**config.mk**
```make
export PLATFORM = sky130hd
export DESIGN_NAME = tcam_engine
export DESIGN_NICKNAME = d
export VERILOG_FILES = /design/src/rtl/tcam_pkg.sv /design/src/rtl/tcam_entry.sv /design/src/rtl/tcam_scan.sv /design/src/rtl/tcam_wordram.sv /design/src/rtl/tcam_engine.sv
export SDC_FILE = /design/constraint.sdc
export NUM_CORES = 1
export LEC_CHECK = 0
export BUFFER_PORTS_ARGS = -buffer_cell sky130_fd_sc_hd__buf_2
export CORE_MARGIN = 2
export CORE_UTILIZATION = 60
export CTS_CLUSTER_DIAMETER = 40
export CTS_CLUSTER_SIZE = 28
export DETAILED_ROUTE_END_ITERATION = 8
export PLACE_DENSITY = 0.79
export SYNTH_ARGS = -nofsm -noshare
export SYNTH_HDL_FRONTEND = slang
export SYNTH_SLANG_ARGS = --single-unit
```
**constraint.sdc**
```tcl
create_clock -name clk -period 3.02 [get_ports clk]
set_clock_uncertainty 0.2 [all_clocks]
set_input_delay 0.151 -clock clk [delete_from_list [all_inputs] [get_ports clk]]
set_output_delay 0.151 -clock clk [all_outputs]
set_load 0.02 [all_outputs]
```
**src/rtl/tcam_pkg.sv**
```systemverilog
package tcam_pkg;

  // Control flags that travel alongside an index through the lookup pipe.
  typedef struct packed {
    logic vld;
    logic miss;
  } res_tag_t;

  localparam int DEF_IDX_W  = 3;
  localparam int DEF_KEY_W  = 8;
  localparam int DEF_WORD_W = 8;

endpackage

```
**src/rtl/tcam_entry.sv**
```systemverilog
module tcam_entry #(
  parameter int KEY_W      = 8,
  parameter bit EXACT_ONLY = 1'b0
) (
  input  logic             clk,
  input  logic             rst,
  input  logic             wr,
  input  logic             erase,
  input  logic [KEY_W-1:0] key_in,
  input  logic [KEY_W-1:0] dc_in,
  input  logic [KEY_W-1:0] probe,
  output logic             hit
);

  logic             vld_q;
  logic [KEY_W-1:0] key_q;
  logic [KEY_W-1:0] dc_q;
  logic [KEY_W-1:0] dc_eff;

  // Bits that disagree and are not marked don't-care.
  function automatic logic [KEY_W-1:0] cared_diff(input logic [KEY_W-1:0] a,
                                                  input logic [KEY_W-1:0] b,
                                                  input logic [KEY_W-1:0] dc);
    return (a ^ b) & ~dc;
  endfunction

  always_ff @(posedge clk) begin
    if (rst) begin
      vld_q <= 1'b0;
    end else if (wr) begin
      vld_q <= ~erase;
    end
  end

  always_ff @(posedge clk) begin
    if (wr && !erase) begin
      key_q <= key_in;
      dc_q  <= dc_in;
    end
  end

  generate
    if (EXACT_ONLY) begin : g_exact
      assign dc_eff = '0 & dc_q;
    end else begin : g_tern
      assign dc_eff = dc_q;
    end
  endgenerate

  assign hit = vld_q && (cared_diff(key_q, probe, dc_eff) == '0);

endmodule

```
**src/rtl/tcam_scan.sv**
```systemverilog
module tcam_scan #(
  parameter int IDX_W = 3,
  localparam int N    = 1 << IDX_W
) (
  input  logic             clk,
  input  logic             rst,
  input  logic             m_vld,
  input  logic [N-1:0]     m_vec,
  output logic             busy,
  output tcam_pkg::res_tag_t sel_tag,
  output logic [IDX_W-1:0] sel_idx
);

  logic [N-1:0]     pend_q;
  logic [N-1:0]     src;
  logic             take;
  logic [IDX_W-1:0] lo;

  function automatic logic [IDX_W-1:0] lowest_idx(input logic [N-1:0] v);
    logic [IDX_W-1:0] r;
    r = '0;
    for (int i = N - 1; i >= 0; i--) begin
      if (v[i]) r = IDX_W'(i);
    end
    return r;
  endfunction

  function automatic logic more_than_one(input logic [N-1:0] v);
    return |(v & (v - N'(1)));
  endfunction

  assign src  = (pend_q != '0) ? pend_q : m_vec;
  assign take = (pend_q != '0) || m_vld;
  assign lo   = lowest_idx(src);
  assign busy = (pend_q != '0) || (m_vld && more_than_one(m_vec));

  always_ff @(posedge clk) begin
    if (rst) begin
      pend_q       <= '0;
      sel_tag.vld  <= 1'b0;
      sel_tag.miss <= 1'b0;
      sel_idx      <= '0;
    end else begin
      sel_tag.vld  <= take;
      sel_tag.miss <= take && (src == '0);
      sel_idx      <= lo;
      if (take) pend_q <= src & ~(N'(1) << lo);
    end
  end

endmodule

```
**src/rtl/tcam_wordram.sv**
```systemverilog
module tcam_wordram #(
  parameter int ADDR_W = 3,
  parameter int WORD_W = 8,
  localparam int DEPTH = 1 << ADDR_W
) (
  input  logic              clk,
  input  logic              we,
  input  logic [ADDR_W-1:0] waddr,
  input  logic [WORD_W-1:0] wdata,
  input  logic              re,
  input  logic [ADDR_W-1:0] raddr,
  output logic [WORD_W-1:0] rdata
);

  logic [WORD_W-1:0] mem [DEPTH];

  always_ff @(posedge clk) begin
    if (we) mem[waddr] <= wdata;
    if (re) rdata <= mem[raddr];
  end

endmodule

```
**src/rtl/tcam_engine.sv**
```systemverilog
module tcam_engine #(
  parameter int IDX_W      = tcam_pkg::DEF_IDX_W,
  parameter int KEY_W      = tcam_pkg::DEF_KEY_W,
  parameter int WORD_W     = tcam_pkg::DEF_WORD_W,
  parameter bit EXACT_ONLY = 1'b0
) (
  input  logic              clk,
  input  logic              rst,
  input  logic              upd_en,
  input  logic              upd_erase,
  input  logic [IDX_W-1:0]  upd_idx,
  input  logic [KEY_W-1:0]  upd_key,
  input  logic [KEY_W-1:0]  upd_dc,
  input  logic [WORD_W-1:0] upd_word,
  input  logic              lk_valid,
  output logic              lk_ready,
  input  logic [KEY_W-1:0]  lk_key,
  output logic              hit_valid,
  output logic              hit_miss,
  output logic [IDX_W-1:0]  hit_idx,
  output logic [WORD_W-1:0] hit_word
);

  localparam int N = 1 << IDX_W;

  logic [N-1:0]        hits;
  logic [N-1:0]        m_vec_q;
  logic                m_vld_q;
  logic                lk_fire;
  logic                scan_busy;
  tcam_pkg::res_tag_t  sel_tag;
  logic [IDX_W-1:0]    sel_idx;
  tcam_pkg::res_tag_t  p2_tag;
  logic [IDX_W-1:0]    p2_idx;
  logic [WORD_W-1:0]   rd_word;

  assign lk_ready = ~scan_busy;
  assign lk_fire  = lk_valid && lk_ready;

  // Entry array: every line compares against the lookup key in parallel.
  for (genvar i = 0; i < N; i++) begin : g_line
    tcam_entry #(.KEY_W(KEY_W), .EXACT_ONLY(EXACT_ONLY)) u_line (
      .clk    (clk),
      .rst    (rst),
      .wr     (upd_en && (upd_idx == IDX_W'(i))),
      .erase  (upd_erase),
      .key_in (upd_key),
      .dc_in  (upd_dc),
      .probe  (lk_key),
      .hit    (hits[i])
    );
  end

  // Stage 1: capture the match vector (pre-update contents).
  always_ff @(posedge clk) begin
    if (rst) begin
      m_vld_q <= 1'b0;
      m_vec_q <= '0;
    end else begin
      m_vld_q <= lk_fire;
      m_vec_q <= hits;
    end
  end

  // Stage 2: sequential encoder, one index per cycle.
  tcam_scan #(.IDX_W(IDX_W)) u_scan (
    .clk     (clk),
    .rst     (rst),
    .m_vld   (m_vld_q),
    .m_vec   (m_vec_q),
    .busy    (scan_busy),
    .sel_tag (sel_tag),
    .sel_idx (sel_idx)
  );

  // Stage 3: word table read.
  tcam_wordram #(.ADDR_W(IDX_W), .WORD_W(WORD_W)) u_ram (
    .clk   (clk),
    .we    (upd_en && !upd_erase),
    .waddr (upd_idx),
    .wdata (upd_word),
    .re    (sel_tag.vld),
    .raddr (sel_idx),
    .rdata (rd_word)
  );

  always_ff @(posedge clk) begin
    if (rst) begin
      p2_tag    <= '0;
      p2_idx    <= '0;
      hit_valid <= 1'b0;
      hit_miss  <= 1'b0;
      hit_idx   <= '0;
      hit_word  <= '0;
    end else begin
      p2_tag    <= sel_tag;
      p2_idx    <= sel_idx;
      hit_valid <= p2_tag.vld;
      hit_miss  <= p2_tag.miss;
      hit_idx   <= p2_idx;
      hit_word  <= rd_word;
    end
  end

endmodule

```
==> run metrics <==
GR Util met3=0.0359; Logic pwr share=0.041; Place WS=0.859 ns; post-DR vias/cell=5.86; global-route track usage on met1=0.308; final hold slack=0.0146 ns; deepest clock path buffer count=3; Seq/Total Area, Yosys=0.751; Setup-failing EPs final=0; Startpoint Class=register; pwr dens=664 nW/um^2; Final GP Congestion=0.839; Worst path slowest cell=or4_4; most frequent cells after synthesis=edfxtp_1, xnor2_1, dfxtp_1, nor2_1, o22ai_1; Total Die Area=16,500 um^2; post-synth net total=605; Worst Path Buf+Inv=1; Max IR drop VDD=0.554 mV; CTS buffer count=28; layout cells sized above 1=0.219; Crit path max-delay family=simple AND/OR/NAND/NOR gates; Reg power frac=0.515; Lkg Pwr=0.00368 uW; DR pass1 iterations=4; count leader, synth=edfxtp_1; initial antenna violation count=1; Clock Latency Late Sink=0.53 ns; Mapped Avg Cell Area=16.4 um^2; Yosys cell types=42; period utilisation layout=0.917; Worst slew margin=0.425; crit path max fanout=7; Synth warnings=0; outcome=complete, no violations; vias=5,178; Async S/R FF share, synth=0; Worst-path clk slew=0.06 ns; clock network fraction of total power=0.444; Fillers=913; Post-synth top flop=edfxtp_1; GRT Max-Usage Layer=met2; WL final=19,000 um; CTS tree=yes; GR Util met2=0.435; # rows=45; first-pass GRT wire length=29,700 um; I/O Buffers=53; die width=128 um; data required time of the worst path=2.67 ns; hpwl dp=11,900 um; total clock sinks=248; setup TNS=0 ns; placed instance area=9820 um^2; largest net degree at the start of global routing=47; antenna violation net count after detailed routing=0; H-tree lvl count=1; area grow syn2layout=19.3%; CORE AREA=15,100 um^2; GR Util All Layers=0.243; MaxCap Viol Count=0; Worst-Margin Slew=0.863 ns; minimum clock period=2.77 ns; DRC=0; layout net count=713; crit-path cells=or4_4 -> a2111oi_0 -> nor3b_1 -> nor3_1 -> buf_2; Mapped Cells=565; DR iter-0 viols=466; total grt overflow=0; IO Pins=54; starting density of the core=0.612; RSZ-0062 raised after global routing=false; # resized after CTS=0; Synth area leader=edfxtp_1; net switching power=1570 uW; Arrival @ worst endpoint=2.42 ns; Slew Limit Fails=0; final hold violation count=0; Hold WC Path Type=in2reg; synthesized cell area=9270 um^2; cts hold-fix bufs=31; Setup WS post-layout=0.250 ns; drt wl/cell=21.6 um; CP max stage delay=0.58 ns; final instance area=11,100 um^2; Net Sw Frac=0.213; Area contributors post-synth=edfxtp_1, dfxtp_1, xnor2_1; number of flops mapped to enable cells by yosys=200; P_int=5780 uW; crit path capture type=output port; Max Freq=361 MHz; Yosys top cell area share=0.648; setup repair bufs after CTS=0; Setup CP Type=reg2out; CTS root buffer=clkbuf_16; vias in the first global route=5,264; Die H=128 um; #FFs+latches synth=248
## final cells by class
| cell class | instances | area [um^2] | area share |
|---|---|---|---|
| repair buffers | 101 | 703 | 0.0636 |
| inverters | 7 | 26.3 | 0.00238 |
| multi-input cells | 287 | 2200 | 0.199 |
| diodes | 1 | 2.50 | 0.000226 |
| well taps | 188 | 235 | 0.0213 |
| clock buffers | 32 | 747 | 0.0675 |
| clock inverters | 19 | 183 | 0.0165 |
| flip-flops and latches | 248 | 6970 | 0.630 |
## per-stage QoR
stage           util  total power [uW]  cells
5_1_grt        0.730              7580    882
3_5_place_dp   0.648              4120    800
2_1_floorplan      -              4000    565
4_1_cts        0.730              7390    882
6_report       0.730              7350    883
3_3_place_gp   0.648              4110    800
## cell usage in the layout (no fill, tap or decap), types with 5 or more instances in the layout
| cell | Yosys | final |
|---|---|---|
| a211oi_1 | 5 | 5 |
| o22ai_1 | 24 | 24 |
| xnor2_1 | 64 | 64 |
| o21ai_0 | 6 | 6 |
| dlygate4sd3_1 | 0 | 31 |
| mux4_2 | 16 | 16 |
| nor3_2 | 2 | 6 |
| a31oi_1 | 7 | 7 |
| clkbuf_16 | 0 | 29 |
| dfxtp_1 | 48 | 48 |
| inv_1 | 7 | 7 |
| nor2_1 | 48 | 48 |
| nor4b_1 | 8 | 8 |
| nand3_1 | 5 | 5 |
| nand2_1 | 6 | 6 |
| buf_4 | 0 | 17 |
| edfxtp_1 | 200 | 200 |
| clkinv_4 | 0 | 5 |
| buf_2 | 10 | 53 |
| mux2_2 | 8 | 8 |
| nor2b_1 | 18 | 18 |
| a21oi_1 | 13 | 13 |
| nor3_1 | 13 | 9 |
| or4_1 | 10 | 10 |
## power groups by stage
stage	registers, uW	logic, uW	clock network (uW)
finish	3790	299	3260
global route	3790	324	3460
CTS	3790	301	3300
detailed placement	3860	265	0
global placement	3850	256	0
floorplan	3860	145	0
## sequential cells by signal, indices dropped and copies added, names as in the netlist, 8 cells and up
signal / cells
g_line.u_line.dc_eff: 64
g_line.u_line.vld_q: 8
hit_word: 8
u_ram.rdata: 8
g_line.u_line.key_q: 64
u_scan.pend_q: 8
m_vec_q: 8
u_ram.mem: 64
## worst min-delay path, stage by stage
cell and delay [ns]:
buf_2 0.22, xnor2_1 0.10, nor2_1 0.11, nor4b_1 0.09
## cell families after synthesis
logic type	count (synthesis)	share of synthesized area
other	1	0.000404
buffers and inverters	30	0.0135
adder cells (fa/ha/maj)	1	0.00121
flip-flops	248	0.751
AND/OR/NAND/NOR	128	0.0762
XOR/XNOR	64	0.0605
multiplexers	24	0.0486
AO/OA/AOI/OAI	69	0.0482
## final timing paths
path              cells after the start          to                      start  slack, ns
setup / recovery                      5    lk_ready                 m_vec_q[4]       0.25
hold / removal                        4  m_vec_q[3]                  lk_key[1]       0.01
setup reg to reg                      4  m_vec_q[3]  g_line[3].u_line.key_q[0]       0.92
hold reg to reg                       1    hit_miss                  p2_tag[0]       0.24
## layer usage
metal | up-vias | wire length, um
met2 | 169 | 10300
met4 | 0 | 411
met5 | - | 0
met1 | 2586 | 7500
li1 | 2394 | -
met3 | 29 | 854
No activity file was read; power rests on OpenSTA's default activity.
